<file path="src/rtl/wca_pkg.sv">
package wca_pkg;
  typedef enum logic {
    WCA_IDLE = 1'b0,
    WCA_RUN  = 1'b1
  } wca_state_e;
endpackage

</file>
<file path="src/rtl/wca_chunk_add.sv">
module wca_chunk_add #(
  parameter int W = 32
) (
  input  logic [W-1:0] a,
  input  logic [W-1:0] b,
  input  logic         cin,
  output logic [W-1:0] sum,
  output logic         cout
);
  logic [W:0] full;
  always_comb begin
    full = {1'b0, a} + {1'b0, b} + {{W{1'b0}}, cin};
    sum  = full[W-1:0];
    cout = full[W];
  end
endmodule

</file>
<file path="src/rtl/wca_operand_shift.sv">
module wca_operand_shift #(
  parameter int OP_W    = 256,
  parameter int CHUNK_W = 32
) (
  input  logic               clk,
  input  logic               rst_n,
  input  logic               load,
  input  logic               shift,
  input  logic [OP_W-1:0]    din,
  output logic [CHUNK_W-1:0] low
);
  logic [OP_W-1:0] hold_q;
  always_ff @(posedge clk or negedge rst_n) begin
    if (!rst_n)     hold_q <= '0;
    else if (load)  hold_q <= din;
    else if (shift) hold_q <= hold_q >> CHUNK_W;
  end
  assign low = hold_q[CHUNK_W-1:0];
endmodule

</file>
<file path="src/rtl/wca_seq.sv">
module wca_seq
  import wca_pkg::*;
#(
  parameter int N = 8
) (
  input  logic clk,
  input  logic rst_n,
  input  logic start,
  input  logic ready,
  output logic busy,
  output logic load,
  output logic advance,
  output logic last
);
  localparam int IDX_W = (N > 1) ? $clog2(N) : 1;
  localparam logic [IDX_W-1:0] LAST_IDX = IDX_W'(N - 1);

  wca_state_e       state_q;
  logic [IDX_W-1:0] idx_q;

  always_comb begin
    busy    = (state_q == WCA_RUN);
    load    = (state_q == WCA_IDLE) && start;
    advance = busy && ready;
    last    = busy && (idx_q == LAST_IDX);
  end

  always_ff @(posedge clk or negedge rst_n) begin
    if (!rst_n) begin
      state_q <= WCA_IDLE;
      idx_q   <= '0;
    end else if (load) begin
      state_q <= WCA_RUN;
      idx_q   <= '0;
    end else if (advance) begin
      if (last) state_q <= WCA_IDLE;
      idx_q <= last ? '0 : idx_q + 1'b1;
    end
  end
endmodule

</file>
<file path="src/rtl/wide_chunk_adder.sv">
module wide_chunk_adder #(
  parameter int OP_W    = 256,
  parameter int CHUNK_W = 32
) (
  input  logic               clk,
  input  logic               rst_n,
  input  logic               start,
  input  logic [OP_W-1:0]    op_a,
  input  logic [OP_W-1:0]    op_b,
  output logic               res_valid,
  input  logic               res_ready,
  output logic [CHUNK_W-1:0] res_chunk,
  output logic               done,
  output logic               carry_out
);
  localparam int N_CHUNKS = OP_W / CHUNK_W;

  logic busy, load, advance, last;
  logic carry_q, cout;
  logic [CHUNK_W-1:0] slice [2];
  logic [OP_W-1:0]    opnd  [2];

  assign opnd[0] = op_a;
  assign opnd[1] = op_b;

  wca_seq #(.N(N_CHUNKS)) seq_i (
    .clk(clk), .rst_n(rst_n), .start(start), .ready(res_ready),
    .busy(busy), .load(load), .advance(advance), .last(last)
  );

  for (genvar g = 0; g < 2; g++) begin : g_opnd
    wca_operand_shift #(.OP_W(OP_W), .CHUNK_W(CHUNK_W)) sh_i (
      .clk(clk), .rst_n(rst_n), .load(load), .shift(advance),
      .din(opnd[g]), .low(slice[g])
    );
  end

  wca_chunk_add #(.W(CHUNK_W)) add_i (
    .a(slice[0]), .b(slice[1]), .cin(carry_q),
    .sum(res_chunk), .cout(cout)
  );

  // Carry between chunks is registered: zero for chunk 0
  always_ff @(posedge clk or negedge rst_n) begin
    if (!rst_n)       carry_q <= 1'b0;
    else if (load)    carry_q <= 1'b0;
    else if (advance) carry_q <= cout;
  end

  assign res_valid = busy;
  assign done      = last;
  assign carry_out = last & cout;
endmodule

</file>
<file path="config.mk">
export PLATFORM = sky130hd
export DESIGN_NAME = wide_chunk_adder
export DESIGN_NICKNAME = d
export VERILOG_FILES = /design/src/rtl/wca_pkg.sv /design/src/rtl/wca_chunk_add.sv /design/src/rtl/wca_operand_shift.sv /design/src/rtl/wca_seq.sv /design/src/rtl/wide_chunk_adder.sv
export SDC_FILE = /design/constraint.sdc
export NUM_CORES = 1
export LEC_CHECK = 0
export BUFFER_PORTS_ARGS = -buffer_cell sky130_fd_sc_hd__buf_2
export CORE_UTILIZATION = 50
export DETAILED_ROUTE_END_ITERATION = 8
export PLACE_DENSITY_LB_ADDON = 0.25
export SYNTH_ARGS = -nofsm -noshare
export SYNTH_HDL_FRONTEND = slang
export SYNTH_SLANG_ARGS = --single-unit
</file>
<file path="constraint.sdc">
create_clock -name clk -period 3.8 [get_ports clk]
set_clock_uncertainty 0.15 [all_clocks]
set_input_delay 0.57 -clock clk [delete_from_list [all_inputs] [get_ports clk]]
set_output_delay 0.57 -clock clk [all_outputs]
set_load 0.01 [all_outputs]
</file>
Word-level counts from Yosys, hierarchy flattened:

Cells that the tools add are included.

* bits in registers: 517
* input bits: 516
* output and inout bits: 35
* word-level logic and storage cells: 29

* add/subtract/negate cells: 3
* equality and inequality tests: 1
* muxes and demuxes: 12
* bitwise operators: 2
* reduce and logical (&&, ||, !) cells: 6

Operators by type and width (count)
* two-way mux 256 bit: 4
* adder 32 x 32 -> 33 bit: 1
* adder 33 x 1 -> 33 bit: 1
* two-way mux 3 bit: 3
* two-way mux 1 bit: 5
* nonzero test 2 bit: 2
* adder 3 x 1 -> 3 bit (second input constant): 1
* == test 3 bit (second input constant): 1
* logical AND 1 bit: 3
* AND reduction 2 bit: 1
* bitwise AND 1 bit: 1
* inverter 1 bit: 1

Depth between registers and ports, before layout:

Gate-level depths: netlist of run 1.

* word-level depth: 5
* depth in mapped cells: 11
* mapped depth without buffers: 11

Modules after synthesis:

A second synthesis of run 1 with hierarchy kept.

* cells, all modules: 2569
* area total of the unflattened synthesis: 26310.2 µm²

Modules (own cells, without submodules)
* wca_operand_shift: instances 2, cells each 1142, area each 12077.8 µm², sequential area each 6406.1 µm²
* wca_chunk_add: instances 1, cells each 259, area each 1854.3 µm², sequential area each 0.0 µm²
* wca_seq: instances 1, cells each 22, area each 255.2 µm², sequential area each 100.1 µm²
* wide_chunk_adder: instances 1, cells each 4, area each 45.0 µm², sequential area each 25.0 µm²

Worst setup path after synthesis of run 1:

Ideal clock, no wire load.

* kind: register -> output
* start point: register carry_q
* end point: output res_chunk[29]
* data arrival time: 2.580 ns
* required time: 3.080 ns
* setup slack: 0.500 ns
* stages on the path, launching flop included: 10
* path buffers: 0
* path through: dfrtp_1 > fa_1 > a21oi_1 > nor2_1 > o31a_1 > o21ai_4 > o21bai_1 > a221oi_2 > o221ai_1 > a211oi_1

* word-level cells in the longest chain between the ends: 1

Ends and longest elaborated chain
* from (decl): line wide_chunk_adder.sv:19 `logic carry_q, cout;`
* from (signal assigned): line wide_chunk_adder.sv:47 `else if (advance) carry_q <= cout;`
* adder 33 x 1 -> 33 bit: line wca_chunk_add.sv:12 `full = {1'b0, a} + {1'b0, b} + {{W{1'b0}}, cin};`
* to (decl): line wide_chunk_adder.sv:12 `output logic [CHUNK_W-1:0] res_chunk,`

Every way passes these cells.

Worst setup path in the final report of run 1:

* start point: register carry_q
* end point: output res_chunk[16]

Same word-level chain as after synthesis.

==> impl_results.rst, run 1 <==
.. list-table::
   :header-rows: 1

   * - Metric
     - Value
   * - Hold-critical path depth
     - 2
   * - Via count of the first global-routing pass
     - ~23000
   * - TritonCTS clock tree
     - done
   * - Final WS setup
     - -0.3165 ns
   * - Critical Path Max Stage Delay
     - approximately 0.38 ns
   * - Wire length of the first global-routing pass
     - about 140000 um
   * - Startpoint kind of the worst setup timing path
     - flip-flop
   * - Number of nets produced by synthesis
     - around 3500
   * - Global-route congestion overflow total
     - 0
   * - Fraction of layout instances using a drive strength above 1
     - between 20 and 25%
   * - Post-Route Setup TNS
     - -3.133 ns
   * - Number of cells traversed by the worst register-to-register path
     - 12
   * - CP most frequent cell
     - fa_2
   * - Placement-stage cell area
     - between 20000 and 30000 um^2
   * - Post-synth top area share
     - 53.45%
   * - Maximum clock frequency
     - between 0.2 and 0.25 GHz
   * - Actual transition at the worst max-transition pin
     - between 0.8 and 0.9 ns
   * - Post-synthesis cell type with the largest combined area
     - dfrtp_1
   * - Final HPWL DP
     - 67050 um
   * - Failing checks
     - setup timing
   * - Final count of pins violating max slew
     - 0
   * - Total power divided by cell area
     - 738.2 nW/um^2
   * - Count of boundary I/O pins
     - ~550
   * - Initial antenna violation count
     - between 40 and 50
   * - Clock slew at the register clock pins of the worst setup and hold paths
     - approximately 0.060 ns
   * - Die Area
     - 49300 um^2
   * - Class of the worst hold path
     - primary input to flip-flop
   * - Startpoint of the most critical hold path
     - op_b[236]
   * - Distinct cells, synth
     - between 50 and 60
   * - GR Util All Layers
     - 35.89%
   * - Asr flop ratio synth
     - 100.0%
   * - Post-synthesis cell count
     - 2931
   * - Arr. time, crit path
     - 3.40 ns
   * - Critical path's slowest cell
     - dfrtp_1
   * - Total via count in the routed design
     - 23863
   * - Maximum vdd ir drop
     - around 0.44 mV
   * - CP required
     - 3.08 ns
   * - Chip Width
     - approximately 220 um
   * - Yosys Warn Count
     - 0
   * - Pin count of the biggest net entering global routing
     - 151
   * - Worst-path maximum fanout
     - 3
   * - Via/cell ratio
     - about 5.8
   * - Worst-case headroom to the max-slew limit
     - around two fifths
   * - Max-cap violation count
     - 0
   * - Final hold violation count
     - 0
   * - Number of synthesized register bits
     - 517
   * - Fin crit period
     - approximately 4 ns
   * - Layout net count
     - between 3000 and 4000
   * - Routed wire length per instance
     - ~22 um
   * - Final core utilization
     - between 60% and 70%
   * - Share of the clock period used by the worst path
     - 108.3%
   * - Most instantiated flip-flop cell in the synthesis netlist
     - dfrtp_1
   * - Total standard cell area after synthesis
     - between 20000 and 25000 um^2
   * - Leakage Power
     - 14.64 nW
   * - Leading post-synthesis cells by cell area
     - dfrtp_1 53%, nand2_1 15%, a31oi_1 12%
   * - Depth of the CTS H-tree
     - 2
   * - Routed WL
     - 89670 um
   * - Clock root buffer master
     - clkbuf_16
   * - Worst-skew pair later-pin latency
     - 0.63 ns
   * - Initial detailed-routing violation count
     - between 2000 and 2500
   * - Count leader, synth
     - nand2_1
   * - Ordered cell list for the critical path
     - fa_2 > inv_2 > fa_2 > nor2b_4 > o31ai_4 > a211o_1 > a21oi_4 > buf_4 > buf_6 > o21a_1 > nor2_4 > o21ai_2 > xor2_2 > buf_2
   * - Number of search-and-repair iterations in the first detailed-routing pass
     - 6
   * - Outcome
     - complete, but fails checks
   * - Maximum buffer depth of the clock tree
     - 3
   * - Worst Setup End Kind
     - primary output
   * - Drc violations
     - 0
   * - Number of placement rows
     - 80
   * - Worst R2R Start
     - carry_q
   * - RSZ-0062 raised after global routing
     - true
   * - Number of buffers created by CTS
     - 55
   * - Worst setup path class
     - flip-flop to primary output
   * - CTS Sinks
     - about 520
   * - Total chip power
     - between 20 and 25 mW
   * - Commonest cells in the netlist
     - 984 x nand2_1, 517 x dfrtp_1, 471 x nor2_1
   * - Number of enable-type register cells in the synthesized netlist
     - 0
   * - Endpoint, Worst Hold
     - g_opnd[1].sh_i.hold_q[236]
   * - Count of nets left with antenna violations after detail routing
     - 0
   * - Proportion of synthesized chip area in sequential cells
     - between 50% and 60%
   * - Area growth, synth to finish
     - 26.00%
   * - # port buffers
     - 550
   * - Setup Viol. Count Final
     - 18
   * - Mean instance size in the synthesized netlist
     - slightly above 8 um^2
   * - Endpoint of the worst register-to-register path
     - carry_q
   * - Die Y
     - between 200 and 250 um
   * - Worst slack after detailed placement
     - -0.1427 ns
   * - Floorplan core area
     - approximately 48000 um^2
   * - Post-route cell area
     - between 30000 and 40000 um^2
   * - Routability congestion estimate from global placement
     - between 0.9 and 1
   * - Initial Utilization
     - approximately 51%
   * - Reg2Reg Setup Slack
     - roughly 0.74 ns
## cell type report
cell class / instances / area (um^2)
well taps: 615 / 769.5
multi-input cells: 2176 / 10780
flip-flops and latches: 517 / 12940
inverters: 14 / 52.55
repair buffers: 674 / 4039
clock inverters: 16 / 211.5
diodes: 50 / 125.1
fillers: 4144 / 17250
clock buffers: 82 / 1588
## cells by family after synthesis
group / count (synthesis) / share of synthesized area (%)
adders and majority gates: 35 / 1.871
xor gates and xnor gates: 24 / 0.8684
muxes: 3 / 0.1241
buffers and inverters: 238 / 3.701
AOI/OAI and AO/OA: 609 / 16.19
and+or+nand+nor: 1505 / 23.80
DFF: 517 / 53.45
## state kept, by name (all words and copies together), names as in the netlist
| signal | cells |
|---|---|
| g_opnd.sh_i.hold_q | 512 |
| seq_i.idx_q | 3 |
| carry_q | 1 |
| seq_i.busy | 1 |
## worst max-delay path: cells and delay by family, from the launching register on
kind / cells / cell delay (ns)
compound gates: 5 / 0.88
flops: 1 / 0.38
fa+ha+maj: 2 / 0.69
buf+inv: 4 / 0.44
simple gates: 2 / 0.21
xor+xnor: 1 / 0.19
## worst max-delay path by stage
stage / startpoint / to / cells past startpoint
floorplan: carry_q / res_chunk[29] / 9
global placement: carry_q / carry_out / 14
detailed placement: carry_q / carry_out / 14
CTS: g_opnd[0].sh_i.hold_q[0] / res_chunk[22] / 13
global route: g_opnd[1].sh_i.hold_q[0] / res_chunk[22] / 13
finish: carry_q / res_chunk[16] / 14
## report_power, final
part | internal (mW) | switching [mW]
clock | 3.09 | 2.29
sequential | 7.67 | 1.34
combinational | 3.29 | 4.84
total | 14.0 | 8.46
## per-stage QoR
step	hold WS (ns)	instances
after floorplan	0.1244	2931
after global placement	0.3324	3953
after detailed placement	0.3349	3953
after CTS	0.00001193	4084
after global routing	0.01820	4138
final	0.02884	4144
## layout by cell type (no fill, tap or decap), types with 12 or more instances in the layout
cell / netlist / final
dfrtp_1: 517 / 517
nand3_1: 13 / 13
clkbuf_16: 0 / 55
inv_1: 14 / 13
buf_4: 0 / 69
a22o_1: 30 / 30
diode_2: 0 / 50
buf_2: 2 / 546
clkbuf_1: 213 / 16
a21oi_1: 68 / 60
nor2_1: 471 / 467
buf_12: 0 / 18
nand2_1: 984 / 981
ha_1: 33 / 26
xnor2_1: 17 / 12
a31oi_1: 450 / 448
dlygate4sd3_1: 0 / 30
## metal layers
metal | track usage [%] | up-vias | routed length, um
met4 | 18.39 | 2 | 4251
li1 | - | 10969 | -
met2 | 54.14 | 1096 | 40810
met5 | 0 | - | 12
met3 | 4.917 | 199 | 6182
met1 | 50.81 | 11597 | 38410
## what timing repair did
action / in CTS / in global routing
setup buffers: 3 / 12
pin swaps: 22 / 31
endpoints found under the setup margin: 24 / 23
gates resized for setup: 30 / 53
hold buffers: 30 / 0
hold endpoints to repair: 106 / 0
No activity file was read; power rests on OpenSTA's default activity.
==> run 2: changes to the inputs <==
CELL_PAD_IN_SITES_DETAIL_PLACEMENT = 1   (was default)
CELL_PAD_IN_SITES_GLOBAL_PLACEMENT = 2   (was default)
CORE_UTILIZATION = 32   (was 50)
SETUP_SLACK_MARGIN = 0.02   (was default)
==> run 2 against run 1 <==
Net effect:
- the flow still finishes with violations (setup timing)
- sequential share of layout area is 1.6 points lower
- maximum frequency is 2.5% lower
- via count is 1.6% lower
- die area is 56% higher
- flip-flop and latch count stayed put
- critical path depth is 4 lower
- register-to-register slack better by 0.09 ns
- critical path type unchanged
- largest cell class unchanged
==> impl_results.rst, run 2 (synthesis gave the netlist of run 1 again) <==
.. list-table::
   :header-rows: 1

   * - Metric
     - Value
   * - Number of placement rows
     - 100 (+25%)
   * - Worst Setup End Kind
     - primary output
   * - Setup Viol. Count Final
     - 19 (+1)
   * - Share of the clock period used by the worst path
     - 111.1% (+2.7 points)
   * - Layout fillers
     - 8964 (+120%)
   * - Via/cell ratio
     - 5.199 (-9.7%)
   * - Maximum clock frequency
     - 0.2369 GHz (-2.5%)
   * - Routability congestion estimate from global placement
     - 0.9500 (-3.2%)
   * - Initial antenna violation count
     - 34 (-31%)
   * - Clock slew at the register clock pins of the worst setup and hold paths
     - 0.06 ns (about the same)
   * - Routed wire length per instance
     - 23.22 um (+7.3%)
   * - Number of search-and-repair iterations in the first detailed-routing pass
     - 5 (-1)
   * - Via count of the first global-routing pass
     - 24628 (+7.9%)
   * - Area growth, synth to finish
     - 30.84%
   * - Count of boundary I/O pins
     - 551 (unchanged)
   * - Arr. time, crit path
     - 3.50 ns (+0.10 ns)
   * - Worst setup path class
     - flip-flop to primary output
   * - Initial detailed-routing violation count
     - 1503 (-39%)
   * - Fraction of layout instances using a drive strength above 1
     - 22.57% (-0.079 points)
   * - Fin crit period
     - 4.220 ns (+0.1039 ns)
   * - Die Y
     - 277.0 um (+25%)
   * - CP required
     - 3.08 ns (about the same)
   * - Clock root buffer master
     - clkbuf_16
   * - Largest register FFs
     - 512 (unchanged)
   * - Leakage Power
     - 15.01 nW (+2.5%)
   * - Chip Width
     - 277.0 um (+25%)
   * - Actual transition at the worst max-transition pin
     - 1.045 ns (+0.1622 ns)
   * - CTS Sinks
     - 517 (unchanged)
   * - GR Util All Layers
     - 26.78% (-9.1 points)
   * - Final hold violation count
     - 0 (unchanged)
   * - Initial Utilization
     - 32.41% (-18 points)
   * - Layout net count
     - 4032 (+1.1%)
   * - Routed WL
     - 104900 um (+17%)
   * - Class of the worst hold path
     - primary input to flip-flop
   * - Total via count in the routed design
     - 23488 (-1.6%)
   * - Final count of pins violating max slew
     - 0 (unchanged)
   * - Register with the highest flop count
     - g_opnd.sh_i.hold_q
   * - Critical path's slowest cell
     - dfrtp_1
   * - RSZ-0062 raised after global routing
     - true
   * - Max-cap violation count
     - 0 (unchanged)
   * - Depth of the CTS H-tree
     - 2 (unchanged)
   * - Critical Path Max Stage Delay
     - 0.38 ns (about the same)
   * - Global-route congestion overflow total
     - 0 (unchanged)
   * - Pin count of the biggest net entering global routing
     - 147 (-2.6%)
   * - Total power divided by cell area
     - 751.8 nW/um^2 (+1.8%)
   * - Worst-path maximum fanout
     - 2 (-1)
   * - Ordered cell list for the critical path
     - ha_1 > a21oi_1 > nand3_1 > a311oi_4 > nor3_4 > o2bb2ai_4 > o41ai_4 > mux2i_1 > a2111oi_2 > buf_2
   * - Drc violations
     - 0 (unchanged)
   * - Most frequent cells in the layout
     - 982 x nand2_1, 546 x buf_2, 517 x dfrtp_1
   * - Failing checks
     - setup timing
   * - Outcome
     - complete, but fails checks
   * - Number of buffers created by CTS
     - 61 (+11%)
   * - Maximum buffer depth of the clock tree
     - 3 (unchanged)
   * - Worst hold slack
     - 0.03296 ns (+0.004126 ns)
   * - TritonCTS clock tree
     - done
   * - Wire length of the first global-routing pass
     - 157200 um (+16%)
   * - Registers with the highest flip-flop counts
     - g_opnd.sh_i.hold_q x512, seq_i.idx_q x3
   * - Worst-skew pair later-pin latency
     - 0.66 ns (+0.03 ns)
   * - Die Area
     - 76750 um^2 (+56%)
   * - Startpoint kind of the worst setup timing path
     - flip-flop
   * - Most frequent standard cell in the layout excluding fill and tap cells
     - nand2_1
   * - Non-filler cells in the finished layout
     - 4518 (+9.0%)
   * - Count of nets left with antenna violations after detail routing
     - 0 (unchanged)
   * - Floorplan core area
     - 74700 um^2 (+56%)
   * - Final WS setup
     - -0.4204 ns (-0.1039 ns)
   * - Maximum vdd ir drop
     - 0.4012 mV (-9.7%)
   * - Final HPWL DP
     - 76780 um (+15%)
   * - # port buffers
     - 550 (unchanged)
   * - Worst-case headroom to the max-slew limit
     - 30.36% (-11 points)
   * - Total placed cells including tap cells
     - 4288 (+8.5%)
==> run 2: cell count changes in the layout (fill, tap and decap cells not counted), moves of 3 or more <==
cell	change
clkbuf_8	+8
clkbuf_1	-4
buf_12	+4
a21oi_2	+3
clkbuf_16	+7
diode_2	-32
a21oi_1	-3
dlygate4sd3_1	+49
buf_4	-16
==> run 2: timing repair <==
action	in CTS	in global routing
pin swaps	30	23
gates resized for setup	58	30
endpoints found under the hold margin	141	0
hold buffers	79	0
endpoints found under the setup margin	24	26
buffers inserted	15	11
==> run 2: per-layer routing <==
layer  vias up  share of wire, %  GRT usage (%)
met5         -             0.045              0
met4         6               2.4          7.108
met3       134               3.5          3.096
met2       536                48          44.21
met1     11803                46          37.17
li1      11009                 -              -
==> run 2: worst paths after layout <==
path	cells after the start	slack [ns]	from	end
worst max-delay path	10	-0.42	g_opnd[1].sh_i.hold_q[22]	res_chunk[31]
worst min-delay path	3	0.03	op_a[180]	g_opnd[0].sh_i.hold_q[180]
worst max register to register	12	0.83	g_opnd[1].sh_i.hold_q[0]	carry_q
worst min register to register	1	0.35	g_opnd[1].sh_i.hold_q[243]	g_opnd[1].sh_i.hold_q[243]
max in group asynchronous	3	2.08	rst_n	g_opnd[1].sh_i.hold_q[236]
min in group asynchronous	2	0.33	rst_n	g_opnd[0].sh_i.hold_q[85]
==> run 2: through the flow <==
step	total power, mW	setup WS (ns)	TNS (ns)	area [um^2]	util, %
6_report	23.81	-0.4204	-4.765	31670	42.40
3_3_place_gp	16.66	-0.08301	-0.1425	28110	37.63
3_5_place_dp	16.93	-0.2115	-0.4551	28110	37.63
5_1_grt	25.19	-0.5314	-7.494	31660	42.39
4_1_cts	23.66	-0.6015	-5.270	31390	42.02
2_1_floorplan	13.30	0.5004	0	24210	-
==> run 2: critical path, delay by kind of cell (launching register included) <==
family	cells	cell delay, ns
AOI/OAI and AO/OA	5	1.43
DFF	1	0.38
and+or+nand+nor	2	0.37
adders and majority gates	1	0.31
buffers and inverters	1	0.23
muxes	1	0.14
==> run 2: layout make-up <==
class	instances	area (um^2)	area share, %
well taps	969	1212	3.828
diodes	18	45.04	0.1422
clock buffers	93	1858	5.867
flip-flops and latches	517	12940	40.85
inverters	14	52.55	0.1659
multi-input cells	2176	10820	34.15
repair buffers	711	4489	14.18
clock inverters	20	259.0	0.8178
==> run 2: power by group <==
group          switching [mW]  internal, mW
clock                    2.55          3.64
combinational            5.16          3.39
sequential               1.40          7.67
==> run 3: changes to the inputs <==
ABC_CLOCK_PERIOD_IN_PS = 3800   (was default)
CELL_PAD_IN_SITES_DETAIL_PLACEMENT = default   (was 1)
CELL_PAD_IN_SITES_GLOBAL_PLACEMENT = default   (was 2)
CORE_UTILIZATION = 35   (was 32)
==> run 3 against run 2 <==
Net effect:
- the run still ends with setup timing left
- via count down 3.4%
- maximum frequency up 4.3%
- global-route usage down 1.9 points
- critical endpoint is now res_chunk[24]
- largest cell class unchanged
==> impl_results.rst, run 3 (synthesis gave the netlist of run 1 again) <==
.. list-table::
   :header-rows: 1

   * - Metric
     - Value
   * - Max-cap violation count
     - 0 (unchanged)
   * - Power share of the clock group
     - 26.0% (about the same)
   * - Final HPWL DP
     - 66670 um (-13%)
   * - Pin count of the biggest net entering global routing
     - 114 (-22%)
   * - CTS Sinks
     - 517 (unchanged)
   * - Outcome
     - complete, but fails checks
   * - Worst-case headroom to the max-slew limit
     - 37.45% (+7.1 points)
   * - Die Area
     - 70210 um^2 (-8.5%)
   * - Wire length of the first global-routing pass
     - 133300 um (-15%)
   * - Layout net count
     - 3968 (-1.6%)
   * - Clock root buffer master
     - clkbuf_16
   * - Chip Width
     - 265.0 um (-4.3%)
   * - Number of search-and-repair iterations in the first detailed-routing pass
     - 5 (unchanged)
   * - Final core utilization
     - 44.82% (+2.4 points)
   * - Fraction of power consumed by combinational cells
     - 34.1% (-1.8 points)
   * - TritonCTS clock tree
     - done
   * - Switching power
     - 8.344 mW (-8.5%)
   * - Actual transition at the worst max-transition pin
     - 0.9383 ns (-0.1064 ns)
   * - Total power divided by cell area
     - 737.8 nW/um^2 (-1.9%)
   * - Count of nets left with antenna violations after detail routing
     - 0 (unchanged)
   * - Largest register FFs
     - 512 (unchanged)
   * - Leakage Power
     - 14.66 nW (-2.3%)
   * - Initial antenna violation count
     - 37 (+8.8%)
   * - Register with the highest flop count
     - g_opnd.sh_i.hold_q
   * - Fin crit period
     - 4.048 ns (-0.1726 ns)
   * - Via count of the first global-routing pass
     - 21491 (-13%)
   * - Maximum vdd ir drop
     - 0.3053 mV (-24%)
   * - Number of buffers created by CTS
     - 58 (-4.9%)
   * - Startpoint kind of the worst setup timing path
     - flip-flop
   * - Most frequent standard cell in the layout excluding fill and tap cells
     - nand2_1
   * - Switching fraction of total power
     - 36.86% (-1.4 points)
   * - Class of the worst hold path
     - primary input to flip-flop
   * - Total area of sequential cells
     - 12940 um^2 (unchanged)
   * - Maximum clock frequency
     - 0.2470 GHz (+4.3%)
   * - Via/cell ratio
     - 5.178 (-0.41%)
   * - Arr. time, crit path
     - 3.33 ns (-0.17 ns)
   * - Failing checks
     - setup timing
   * - RSZ-0062 raised after global routing
     - true
   * - CP required
     - 3.08 ns (about the same)
   * - Routed WL
     - 89420 um (-15%)
   * - Final count of pins violating max slew
     - 0 (unchanged)
   * - Worst setup path class
     - flip-flop to primary output
   * - Sequential power share
     - 39.9% (+1.8 points)
   * - Final hold violation count
     - 0 (unchanged)
   * - Initial detailed-routing violation count
     - 1892 (+26%)
   * - Post-Route Setup TNS
     - -2.352 ns (+2.413 ns)
   * - Total via count in the routed design
     - 22688 (-3.4%)
   * - Area growth, synth to finish
     - 26.77%
   * - Total area of multi-input combinational cells
     - 10680 um^2 (-1.3%)
   * - Total chip power
     - 22.64 mW (-4.9%)
   * - Maximum buffer depth of the clock tree
     - 3 (unchanged)
   * - Fraction of layout instances using a drive strength above 1
     - 23.02% (+0.45 points)
   * - Die Y
     - 265.0 um (-4.3%)
   * - Count of boundary I/O pins
     - 551 (unchanged)
   * - Global-route congestion overflow total
     - 0 (unchanged)
   * - Depth of the CTS H-tree
     - 2 (unchanged)
   * - Worst-path maximum fanout
     - 3 (+1)
   * - GR Util All Layers
     - 24.93% (-1.9 points)
   * - Share of the clock period used by the worst path
     - 106.5% (-4.5 points)
   * - Worst Setup End Kind
     - primary output
   * - Final WS setup
     - -0.2478 ns (+0.1726 ns)
   * - Layout fillers
     - 6933 (-23%)
   * - Clock slew at the register clock pins of the worst setup and hold paths
     - 0.06 ns (about the same)
   * - Drc violations
     - 0 (unchanged)
   * - Setup Viol. Count Final
     - 17 (-2)
   * - Number of placement rows
     - 96 (-4.0%)
   * - Routability congestion estimate from global placement
     - 0.9223 (-2.9%)
   * - Routed wire length per instance
     - 20.41 um (-12%)
   * - Worst-skew pair later-pin latency
     - 0.61 ns (-0.05 ns)
   * - Worst hold slack
     - 0.03189 ns (-0.001069 ns)
   * - Registers with the highest flip-flop counts
     - g_opnd.sh_i.hold_q x512, seq_i.idx_q x3
   * - Floorplan core area
     - 68470 um^2 (-8.3%)
   * - # port buffers
     - 550 (unchanged)
   * - Initial Utilization
     - 35.35% (+2.9 points)
   * - Most frequent cells in the layout
     - 981 x nand2_1, 549 x buf_2, 517 x dfrtp_1
   * - Pint
     - 14.29 mW (-2.7%)
==> run 3: cell types whose count changed in the layout (fill, tap and decap cells not counted), sizes merged, moves of 2 or more <==
cell and change:
diode +16, buf +14, clkbuf -8, dlygate4sd3 -75
clkinv +2
==> run 3: area by class of cell <==
cell class / instances / share of cell area, %
clock inverter: 24 / 0.8726
multi-input combinational: 2176 / 34.80
timing repair buffer: 650 / 12.44
inverter: 14 / 0.1713
sequential: 517 / 42.16
clock buffer: 85 / 5.684
antenna: 34 / 0.2773
tap: 882 / 3.596
==> run 3: path summary, 6_finish.rpt <==
path                                                  from                          to  slack (ns)  cells after the start
worst max-delay path              g_opnd[0].sh_i.hold_q[0]               res_chunk[24]       -0.25                     14
worst min-delay path                             op_b[225]  g_opnd[1].sh_i.hold_q[225]        0.03                      2
worst max register to register    g_opnd[0].sh_i.hold_q[0]                     carry_q        0.94                     13
worst min register to register  g_opnd[1].sh_i.hold_q[248]  g_opnd[1].sh_i.hold_q[248]        0.35                      1
max in group asynchronous                            rst_n  g_opnd[0].sh_i.hold_q[187]        2.05                      3
min in group asynchronous                            rst_n   g_opnd[0].sh_i.hold_q[41]        0.44                      2
==> run 3: power by group through the flow <==
| stage | combinational, mW | clock [mW] | sequential [mW] |
|---|---|---|---|
| final | 7.72 | 5.89 | 9.02 |
| after global routing | 8.49 | 6.20 | 9.29 |
| after CTS | 7.51 | 6.00 | 9.00 |
| after detailed placement | 7.35 | 0 | 9.07 |
| after global placement | 7.33 | 0 | 9.02 |
| after floorplan | 4.73 | 0 | 8.57 |
==> run 3: metrics by stage <==
step | worst slack, ns | instance area, um^2 | cells
after floorplan | 0.5004 | 24210 | 2931
after global placement | -0.1022 | 28130 | 4220
after detailed placement | -0.09565 | 28130 | 4220
after CTS | -0.2912 | 30340 | 4338
after global routing | -0.3750 | 30670 | 4377
final | -0.2478 | 30680 | 4382
==> run 3: repair_timing <==
action / 4_1_cts / 5_1_grt
setup endpoints to repair: 21 / 21
buffers inserted: 7 / 11
gates cloned: 0 / 0
gates resized for setup: 31 / 35
hold buffers: 4 / 0
hold endpoints to repair: 90 / 0
pin swaps: 24 / 28
==> run 3: critical path, cell delays in order, from the launching register on <==
cell and delay (ns):
dfrtp_1 0.40, fa_2 0.42, inv_2 0.07, fa_2 0.22, nor2b_4 0.05, o31ai_4 0.26, a211o_1 0.20, a21oi_2 0.07
buf_4 0.15, o21ai_4 0.19, buf_6 0.14, nand2_4 0.06, a31oi_2 0.16, xnor2_1 0.15, buf_2 0.17
==> run 3: layer usage <==
layer | vias up | wire length [um] | track usage, %
met5 | - | 35 | 0
met1 | 10888 | 40090 | 35.14
met2 | 709 | 41150 | 38.69
met3 | 163 | 4552 | 2.861
li1 | 10922 | - | -
met4 | 6 | 3584 | 10.78
